$ cat config.mk
export PLATFORM = sky130hd
export DESIGN_NAME = vred_engine
export DESIGN_NICKNAME = d
export VERILOG_FILES = /design/src/rtl/vred_pkg.sv /design/src/rtl/vred_dp.sv /design/src/rtl/vred_ctrl.sv /design/src/rtl/vred_engine.sv
export SDC_FILE = /design/constraint.sdc
export NUM_CORES = 1
export LEC_CHECK = 0
export BUFFER_PORTS_ARGS = -buffer_cell sky130_fd_sc_hd__buf_4
export CAP_MARGIN = 30
export CORE_MARGIN = 2
export CORE_UTILIZATION = 50
export CTS_BUF_LIST = sky130_fd_sc_hd__clkbuf_16
export CTS_CLUSTER_DIAMETER = 60
export DETAILED_ROUTE_END_ITERATION = 8
export PLACE_DENSITY = 0.71
export SYNTH_ARGS = -nofsm -noshare
export SYNTH_HDL_FRONTEND = slang
export SYNTH_HIERARCHICAL = 1
export SYNTH_SLANG_ARGS = --single-unit
$ cat constraint.sdc
create_clock -name clk -period 9.5 [get_ports clk]
set_clock_uncertainty 0.15 [all_clocks]
set_input_delay 0.475 -clock clk [delete_from_list [all_inputs] [get_ports clk]]
set_output_delay 0.475 -clock clk [all_outputs]
set_load 0.05 [all_outputs]
$ cat src/rtl/vred_pkg.sv
package vred_pkg;

  localparam int ELEM_W = 32;
  localparam logic [6:0] FUNCT_SUM = 7'd1;
  localparam logic [1:0] MEM_LOAD = 2'd0;
  localparam logic [1:0] SIZE_CODE = 2'($clog2(ELEM_W / 8));

  typedef enum logic [1:0] {
    ST_IDLE = 2'd0,
    ST_RUN  = 2'd1,
    ST_RESP = 2'd2
  } vredState_e;

  typedef struct packed {
    logic [6:0] funct;
    logic [4:0] rs2;
    logic [4:0] rs1;
    logic       xd;
    logic       xs1;
    logic       xs2;
    logic [4:0] rd;
    logic [6:0] opcode;
  } vredInst_t;

  // strobes from control to datapath
  typedef struct packed {
    logic capture;
    logic issue;
    logic accum;
  } vredStrobe_t;

endpackage

$ cat src/rtl/vred_dp.sv
module vred_dp
  import vred_pkg::*;
#(
  parameter int ADDR_W = 64,
  parameter int DATA_W = 64,
  parameter int CNT_W  = 32,
  parameter int TAG_W  = 9
) (
  input  logic              clk,
  input  logic              rstN,
  input  vredStrobe_t       strobe,
  input  logic [ADDR_W-1:0] cmdBase,
  input  logic [CNT_W-1:0]  cmdCount,
  input  logic [4:0]        cmdRd,
  input  logic              cmdXd,
  input  logic [ELEM_W-1:0] respElem,
  input  logic [TAG_W-1:0]  respTag,
  output logic [ADDR_W-1:0] memReqAddr,
  output logic [TAG_W-1:0]  memReqTag,
  output logic [4:0]        rspReg,
  output logic [DATA_W-1:0] rspData,
  output logic              xdFlag,
  output logic              cmdCntZero,
  output logic              moreToIssue,
  output logic              windowFull,
  output logic              lastResp
);

  localparam int WINDOW = 1 << TAG_W;
  localparam int SHIFT = $clog2(ELEM_W / 8);

  logic [ADDR_W-1:0] baseQ;
  logic [CNT_W-1:0]  countQ;
  logic [CNT_W-1:0]  issueIdx;
  logic [CNT_W-1:0]  recvCnt;
  logic [DATA_W-1:0] accQ;
  logic [4:0]        rdQ;
  logic              xdQ;
  logic [CNT_W-1:0]  outstanding;
  logic [DATA_W-1:0] elemExt;

  assign outstanding = issueIdx - recvCnt;
  assign elemExt = {{(DATA_W - ELEM_W){respElem[ELEM_W-1]}}, respElem};

  always_ff @(posedge clk) begin
    if (!rstN) begin
      baseQ    <= '0;
      countQ   <= '0;
      issueIdx <= '0;
      recvCnt  <= '0;
      accQ     <= '0;
      rdQ      <= '0;
      xdQ      <= 1'b0;
    end else if (strobe.capture) begin
      baseQ    <= cmdBase;
      countQ   <= cmdCount;
      issueIdx <= '0;
      recvCnt  <= '0;
      accQ     <= '0;
      rdQ      <= cmdRd;
      xdQ      <= cmdXd;
    end else begin
      if (strobe.issue) issueIdx <= issueIdx + 1'b1;
      if (strobe.accum) begin
        recvCnt <= recvCnt + 1'b1;
        accQ    <= accQ + elemExt;
      end
    end
  end

  assign memReqAddr  = baseQ + (ADDR_W'(issueIdx) << SHIFT);
  assign memReqTag   = issueIdx[TAG_W-1:0];
  assign rspReg      = rdQ;
  assign rspData     = accQ;
  assign xdFlag      = xdQ;
  assign cmdCntZero  = (cmdCount == '0);
  assign moreToIssue = (issueIdx != countQ);
  assign windowFull  = (outstanding >= CNT_W'(WINDOW));
  assign lastResp    = (recvCnt + 1'b1 == countQ);

  // in-flight loads bounded by tag space
  a_r4_window_bound: assert property (@(posedge clk) disable iff (!rstN)
    outstanding <= CNT_W'(WINDOW));

  // an answered tag belongs to a load still in flight
  logic [TAG_W-1:0] tagDist;
  assign tagDist = issueIdx[TAG_W-1:0] - respTag;
  a_r4_resp_tag_live: assert property (@(posedge clk) disable iff (!rstN)
    (strobe.accum && !windowFull) |-> (tagDist != '0) && (CNT_W'(tagDist) <= outstanding));

endmodule

$ cat src/rtl/vred_ctrl.sv
module vred_ctrl
  import vred_pkg::*;
(
  input  logic        clk,
  input  logic        rstN,
  input  logic        cmdValid,
  input  logic [6:0]  cmdFunct,
  input  logic        cmdXd,
  input  logic        cmdCntZero,
  input  logic        memReqReady,
  input  logic        memRespValid,
  input  logic [1:0]  memRespCmd,
  input  logic        rspReady,
  input  logic        moreToIssue,
  input  logic        windowFull,
  input  logic        lastResp,
  input  logic        xdFlag,
  output vredStrobe_t strobe,
  output logic        cmdReady,
  output logic        memReqValid,
  output logic        memRespReady,
  output logic        rspValid,
  output logic        busy,
  output logic        error
);

  vredState_e stateQ, stateD;
  logic accept;
  logic goodCmd;

  assign cmdReady     = (stateQ == ST_IDLE);
  assign memRespReady = (stateQ == ST_RUN);
  assign rspValid     = (stateQ == ST_RESP);
  assign busy         = (stateQ != ST_IDLE);
  assign memReqValid  = (stateQ == ST_RUN) && moreToIssue && !windowFull;

  assign accept  = cmdValid && cmdReady;
  assign goodCmd = (cmdFunct == FUNCT_SUM);

  always_comb begin
    strobe.capture = accept && goodCmd;
    strobe.issue   = memReqValid && memReqReady;
    strobe.accum   = memRespValid && memRespReady && (memRespCmd == MEM_LOAD);
  end

  always_comb begin
    stateD = stateQ;
    unique case (stateQ)
      ST_IDLE: begin
        if (strobe.capture) begin
          if (!cmdCntZero)  stateD = ST_RUN;
          else if (cmdXd)   stateD = ST_RESP;
        end
      end
      ST_RUN: begin
        if (strobe.accum && lastResp) stateD = xdFlag ? ST_RESP : ST_IDLE;
      end
      ST_RESP: begin
        if (rspReady) stateD = ST_IDLE;
      end
      default: stateD = ST_IDLE;
    endcase
  end

  always_ff @(posedge clk) begin
    if (!rstN) begin
      stateQ <= ST_IDLE;
      error  <= 1'b0;
    end else begin
      stateQ <= stateD;
      if (accept) error <= !goodCmd;
    end
  end

  // a flagged command never leads to memory traffic
  a_r9_error_quiet: assert property (@(posedge clk) disable iff (!rstN)
    error |-> !memReqValid);

  // a result is only offered for commands that asked for one
  a_r6_rsp_needs_xd: assert property (@(posedge clk) disable iff (!rstN)
    rspValid |-> xdFlag);

endmodule

$ cat src/rtl/vred_engine.sv
module vred_engine
  import vred_pkg::*;
#(
  parameter int ADDR_W = 64,
  parameter int DATA_W = 64,
  parameter int CNT_W  = 32,
  parameter int TAG_W  = 9
) (
  input  logic              clk,
  input  logic              rstN,
  input  logic              cmdValid,
  output logic              cmdReady,
  input  logic [31:0]       cmdInst,
  input  logic [ADDR_W-1:0] cmdOpA,
  input  logic [DATA_W-1:0] cmdOpB,
  output logic              rspValid,
  input  logic              rspReady,
  output logic [4:0]        rspReg,
  output logic [DATA_W-1:0] rspData,
  output logic              memReqValid,
  input  logic              memReqReady,
  output logic [1:0]        memReqCmd,
  output logic [1:0]        memReqSize,
  output logic [TAG_W-1:0]  memReqTag,
  output logic [ADDR_W-1:0] memReqAddr,
  output logic [DATA_W-1:0] memReqData,
  input  logic              memRespValid,
  output logic              memRespReady,
  input  logic [1:0]        memRespCmd,
  input  logic [TAG_W-1:0]  memRespTag,
  input  logic [1:0]        memRespSize,
  input  logic [DATA_W-1:0] memRespData,
  output logic              busy,
  output logic              error
);

  vredInst_t   inst;
  vredStrobe_t strobe;
  logic        xdFlag;
  logic        cmdCntZero;
  logic        moreToIssue;
  logic        windowFull;
  logic        lastResp;
  logic        unusedBits;

  assign inst = vredInst_t'(cmdInst);
  assign unusedBits = ^{inst.rs1, inst.rs2, inst.xs1, inst.xs2, inst.opcode,
                        cmdOpB[DATA_W-1:CNT_W], memRespData[DATA_W-1:ELEM_W], memRespSize};

  assign memReqCmd  = MEM_LOAD;
  assign memReqSize = SIZE_CODE;
  assign memReqData = '0;

  vred_ctrl u_ctrl (
    .clk          (clk),
    .rstN         (rstN),
    .cmdValid     (cmdValid),
    .cmdFunct     (inst.funct),
    .cmdXd        (inst.xd),
    .cmdCntZero   (cmdCntZero),
    .memReqReady  (memReqReady),
    .memRespValid (memRespValid),
    .memRespCmd   (memRespCmd),
    .rspReady     (rspReady),
    .moreToIssue  (moreToIssue),
    .windowFull   (windowFull),
    .lastResp     (lastResp),
    .xdFlag       (xdFlag),
    .strobe       (strobe),
    .cmdReady     (cmdReady),
    .memReqValid  (memReqValid),
    .memRespReady (memRespReady),
    .rspValid     (rspValid),
    .busy         (busy),
    .error        (error)
  );

  vred_dp #(
    .ADDR_W (ADDR_W),
    .DATA_W (DATA_W),
    .CNT_W  (CNT_W),
    .TAG_W  (TAG_W)
  ) u_dp (
    .clk         (clk),
    .rstN        (rstN),
    .strobe      (strobe),
    .cmdBase     (cmdOpA),
    .cmdCount    (cmdOpB[CNT_W-1:0]),
    .cmdRd       (inst.rd),
    .cmdXd       (inst.xd),
    .respElem    (memRespData[ELEM_W-1:0]),
    .respTag     (memRespTag),
    .memReqAddr  (memReqAddr),
    .memReqTag   (memReqTag),
    .rspReg      (rspReg),
    .rspData     (rspData),
    .xdFlag      (xdFlag),
    .cmdCntZero  (cmdCntZero),
    .moreToIssue (moreToIssue),
    .windowFull  (windowFull),
    .lastResp    (lastResp)
  );

  // request held with stable payload until taken
  a_r10_req_hold: assert property (@(posedge clk) disable iff (!rstN)
    (memReqValid && !memReqReady) |=> memReqValid && $stable(memReqAddr) && $stable(memReqTag));

  // result held with stable payload until taken
  a_r10_rsp_hold: assert property (@(posedge clk) disable iff (!rstN)
    (rspValid && !rspReady) |=> rspValid && $stable(rspData) && $stable(rspReg));

  // memory traffic only while busy
  a_r8_busy_pending: assert property (@(posedge clk) disable iff (!rstN)
    (memReqValid || memRespReady) |-> busy);

endmodule

# After elaboration in Yosys (flattened, before gate mapping)
# Index checks and enable logic that the tools add are counted.
[op_classes]
add_sub_neg = 5
n_lt_le_gt_ge = 1
eq_ne = 9
mux = 7
bitwise = 1
reduce_logical = 16
[op_table]
columns = ["operator", "count"]
rows = [
  ["$add 32x1->32 const B", 2],
  ["$add 64x34->64", 1],
  ["$add 64x64->64", 1],
  ["$eq 32x32->1", 1],
  ["$ge 32x10->1 const B", 1],
  ["$logic_not 32->1", 1],
  ["$ne 32x32->1", 1],
  ["$sub 32x32->32", 1],
  ["$mux 2", 6],
  ["$logic_and 1x1->1", 8],
  ["$eq 7x1->1 const B", 1],
  ["$pmux 2 s3", 1],
  ["$logic_not 2->1", 2],
  ["$ne 2x2->1 const B", 2],
  ["$reduce_and 4->1", 1],
  ["$ne 3x3->1 const B", 1],
  ["$eq 2x1->1 const B", 1],
  ["$eq 2x2->1 const B", 1],
  ["$logic_not 1->1", 2],
  ["$ne 2x1->1 const B", 1],
  ["$reduce_bool 2->1", 1],
  ["$reduce_or 2->1", 1],
  ["$not 1->1", 1],
]
[word_totals]
register_bits = 233
input_bits = 243
output_inout_bits = 216
word_cells = 48

# Logic depth before layout (Yosys ltp)
[logic_depth]
word_depth = 6
mapped_depth = 27
ltp_nobuf = 26

# Modules after synthesis
# Netlist, hierarchy kept.
[by_module_without_submodules]
columns = ["mod", "n_inst", "cells_each", "area_each_um2", "seq_area_each_um2"]
rows = [
  ["vred_dp", 1, 2237, 17944.7, 4604.4],
  ["vred_engine", 1, 70, 518.0, 0.0],
  ["vred_ctrl", 1, 27, 249.0, 60.1],
]

# Worst setup path after synthesis
# OpenSTA, ideal clock, no wires.
[synth_path]
kind = "register to register"
startpoint = "register u_dp.recvCnt[29]"
endpoint = "register u_dp.issueIdx[25]"
setup_time_ps = 70
t_arrival_ps = 5536
required_ps = 9280
slack_ps = 3743
stages_incl_launch_ff = 25
n_path_buf = 1
synth_period_minus_slack_ps = 5757
cell_sequence = "dfxtp_1 clkbuf_1 inv_1 ha_1 nor2b_1 and2_1 nor4b_1 nand3_1 a2111oi_0 or4b_1 a311oi_1 nand4_1 nor4_1 nand4_1 and3b_4 and2_1 and4_1 and3_1 nand3_1 nor3_1 nand3_1 nor2_1 nand3_1 or3_1 a21oi_1"
[synth_rtl]
columns = ["element", "line_no", "text"]
rows = [
  ["start, declared", "vred_dp.sv:35", "logic [CNT_W-1:0] recvCnt;"],
  ["start signal, assigned", "vred_dp.sv:65", "recvCnt <= recvCnt + 1'b1;"],
  ["end signal, assigned", "vred_dp.sv:63", "if (strobe.issue) issueIdx <= issueIdx + 1'b1;"],
  ["end, declared", "vred_dp.sv:34", "logic [CNT_W-1:0] issueIdx;"],
]

==> metrics.cfg <==
[clock_network]
ctsRootBufferMaster = clkbuf_16
cts_resized = 0
worstSkewPairLatency_ns = 0.54
clk_pin_slew_worst_paths_ns = 0.06
postCtsSetupBuffers = 0
cts.sinks = 233
clock_tree.buffer_depth = 3
cts_hold_buf = 0
cts-buffers-inserted = 34
htree_levels = 2
cts_tree = done

[power]
vdd_ir_drop_max_uv = 98.9
power_density_nw_per_um2 = 111
p_leak_nw = 9.49
power_mw = 2.43

[global_routing]
number_of_global_route_vias_before_repair = 16400
grt_pass1_wl_um = 85200
grt_overflow_total = 0
largest_net_degree_at_the_start_of_global_routing = 107
global_route.usage.total_pct = 27.0
grt_antenna_before_repair = 6

[floorplan]
core_region_area_um2 = 36700
chipWidth_um = 197
top_level_ports = 459
floorplan.initialDensity_pct = 51.0
rows = 70
die_area_um2 = 39000
die_height_um = 197

[worst_setup_path]
worst_path_max_delay_cell = or4b_1
data_arrival_critical_path_ns = 7.04
critical_path_peak_fanout = 9
cpMostUsedCell = nand3_1
cp_data_required_time_ns = 9.73
critPathLaunch = u_dp/recvCnt[10]$_SDFFE_PP0P_
critical_path.endpoint_type = flop
r2r_start = u_dp/recvCnt[10]$_SDFFE_PP0P_
cp_slowest_stage_delay_ns = 0.55
worst-setup-path-type = reg2reg
worstSetupStartpointType = flop
path_cells = inv_1 -> ha_1 -> a211oi_2 -> o21bai_1 -> or3_4 -> o21bai_4 -> mux2i_1 -> or4b_1 -> a311oi_1 -> nand4_1 -> nor4_1 -> nand4_1 -> and3b_4 -> and2_1 -> and4_1 -> and3_1 -> nand3_1 -> nor3_1 -> nand3_1 -> nor2_1 -> nand3_1 -> nor3_1 -> xnor2_1 -> nor2_1
crit_buf_inv = 1
critical_path.top_delay_family = simple AND/OR/NAND/NOR gates

[timing]
timing.fmax_mhz = 147
max_slew.worst_pin.slew_ns = 1.04
final-max-slew-violation-count = 0
final.period_utilization_pct = 71.7
final.min_clock_period_ns = 6.81
final_setup_violations = 0
timing.setup.tns_ns = 0
rsz0062_at_grt = no
timing.final.hold_violations = 0
slew_headroom_pct = 28.7

[synthesis]
async_flop_share_pct = 0
synthesis.instances = 2334
yosysWarningCount = 6
syn_area_um2 = 18700
ys_types = 91
postSynth.topFlopCell = dfxtp_1
synth_area_per_cell_um2 = 8.02
seq_area_frac_synth_pct = 24.9
ys_seq_elements = 233
synth_enable_flop_cells = 0

[final_layout]
areaGrowthSynthToFinish_pct = 17.1
post_route_cells_drive_above_1_share_pct = 14.8
layout_common_cells = buf_4 (301), dfxtp_1 (233), nor2_1 (193), xnor2_1 (163), nand2_1 (155)
mostFrequentLayoutCell = buf_4
num-fill-cells = 3309
fin_nets = 2924

[hold_path]
min-delay-path-class = in2reg
holdCritStartpoint = cmdOpA[21]

[route]
detailedRoute.firstIterationViolations = 1087
route.final.wire_length_um = 54800
route.antenna.remaining_nets = 0
viasPerCell = 5.73
remaining_drc_errors = 0
vias = 17500
detail_route.wl_per_cell_um = 18.0
drt-pass1-iter-count = 5

[placement]
placement.io_buffers = 296
hpwlAfterDp_um = 41400
routabilityCongestion = 0.943

[run]
max_cap_viol_count = 0

[status]
run_status = finished, final reports clean

==> Yosys cell counts, types with 61 or more instances <==
cell type	number	share of area [%]
a21o_1	67	2.7
nand2_1	155	3.1
clkbuf_1	76	1.5
nand4_1	61	2.0
nand3_1	83	2.2
buf_4	79	3.2
ha_1	128	8.6
o21ai_0	86	2.3
xor2_1	88	4.1
nor2_1	193	3.9
xnor2_1	163	7.6
mux2i_1	148	7.9
a21oi_1	137	3.7
inv_1	80	1.6
nor2b_1	122	4.1
dfxtp_1	233	25
==> cell type report <==
cell class | instances | area [um2] | area share, %
diodes | 4 | 10.0 | 0.0457
multi-input cells | 1898 | 13000 | 59.2
clock inverters | 23 | 159 | 0.725
well taps | 468 | 586 | 2.67
flip-flops and latches | 233 | 4660 | 21.3
inverters | 80 | 300 | 1.37
clock buffers | 37 | 926 | 4.22
repair buffers | 303 | 2300 | 10.5
==> flip-flops by register name (all words and copies together) (netlist names) <==
signal and count:
u_dp/rspData 64, u_dp/countQ 32, u_ctrl/stateQ 2, u_dp/recvCnt 32, u_ctrl/error 1, u_dp/baseQ 64
u_dp/rspReg 5, u_dp/xdFlag 1, u_dp/issueIdx 32
==> tightest hold or removal path: cells and delay by family <==
family / cells / cell delay, ns
simple gates: 1 / 0.09
mux: 1 / 0.05
buf+inv: 1 / 0.08
==> layer usage <==
layer  up-vias  track usage, %  share of wire (%)  wire (um)
li1       8570               -                  -          -
met1      8170            35.5                 44      24100
met2       610            43.1                 45      24700
met3       103            5.86                7.6       4180
met4         4            10.6                3.2       1760
met5         -               0              0.049         27
==> power breakdown <==
group | total [mW] | switching (mW) | internal, mW
sequential | 0.981 | 0.00143 | 0.979
combinational | 0.215 | 0.140 | 0.0744
clock | 1.23 | 0.479 | 0.753
total | 2.43 | 0.620 | 1.81
==> kinds of logic after synthesis <==
logic type               share of synthesized area, %
buffers and inverters                            7.16
multiplexers                                     7.98
adder cells (fa/ha/maj)                          8.88
flip-flops                                       24.9
XOR/XNOR                                         11.7
AND/OR/NAND/NOR                                  22.5
AO/OA/AOI/OAI                                    16.8
other                                          0.0401
==> worst paths after layout <==
path | slack [ns] | to | depth (start not counted)
setup / recovery | 2.69 | u_dp/issueIdx[31]$_SDFFE_PP0P_ | 24
hold / removal | 0.05 | u_dp/baseQ[21]$_SDFFE_PN0P_ | 3
setup reg to reg | 2.69 | u_dp/issueIdx[31]$_SDFFE_PP0P_ | 24
hold reg to reg | 0.34 | u_dp/rspData[4]$_SDFFE_PP0P_ | 2
==> per-stage QoR <==
stage	instances	util [%]	hold slack (ns)	setup slack [ns]	area (um2)
finish	3046	59.7	0.0489	2.69	21900
global route	3046	59.7	0.0443	2.15	21900
global placement	2979	56.6	0.321	2.97	20800
floorplan	2400	-	0.332	3.74	19000
CTS	3041	59.7	0.0251	2.76	21900
detailed placement	2981	56.7	0.332	2.83	20800
(Power assumes the default switching activity.)
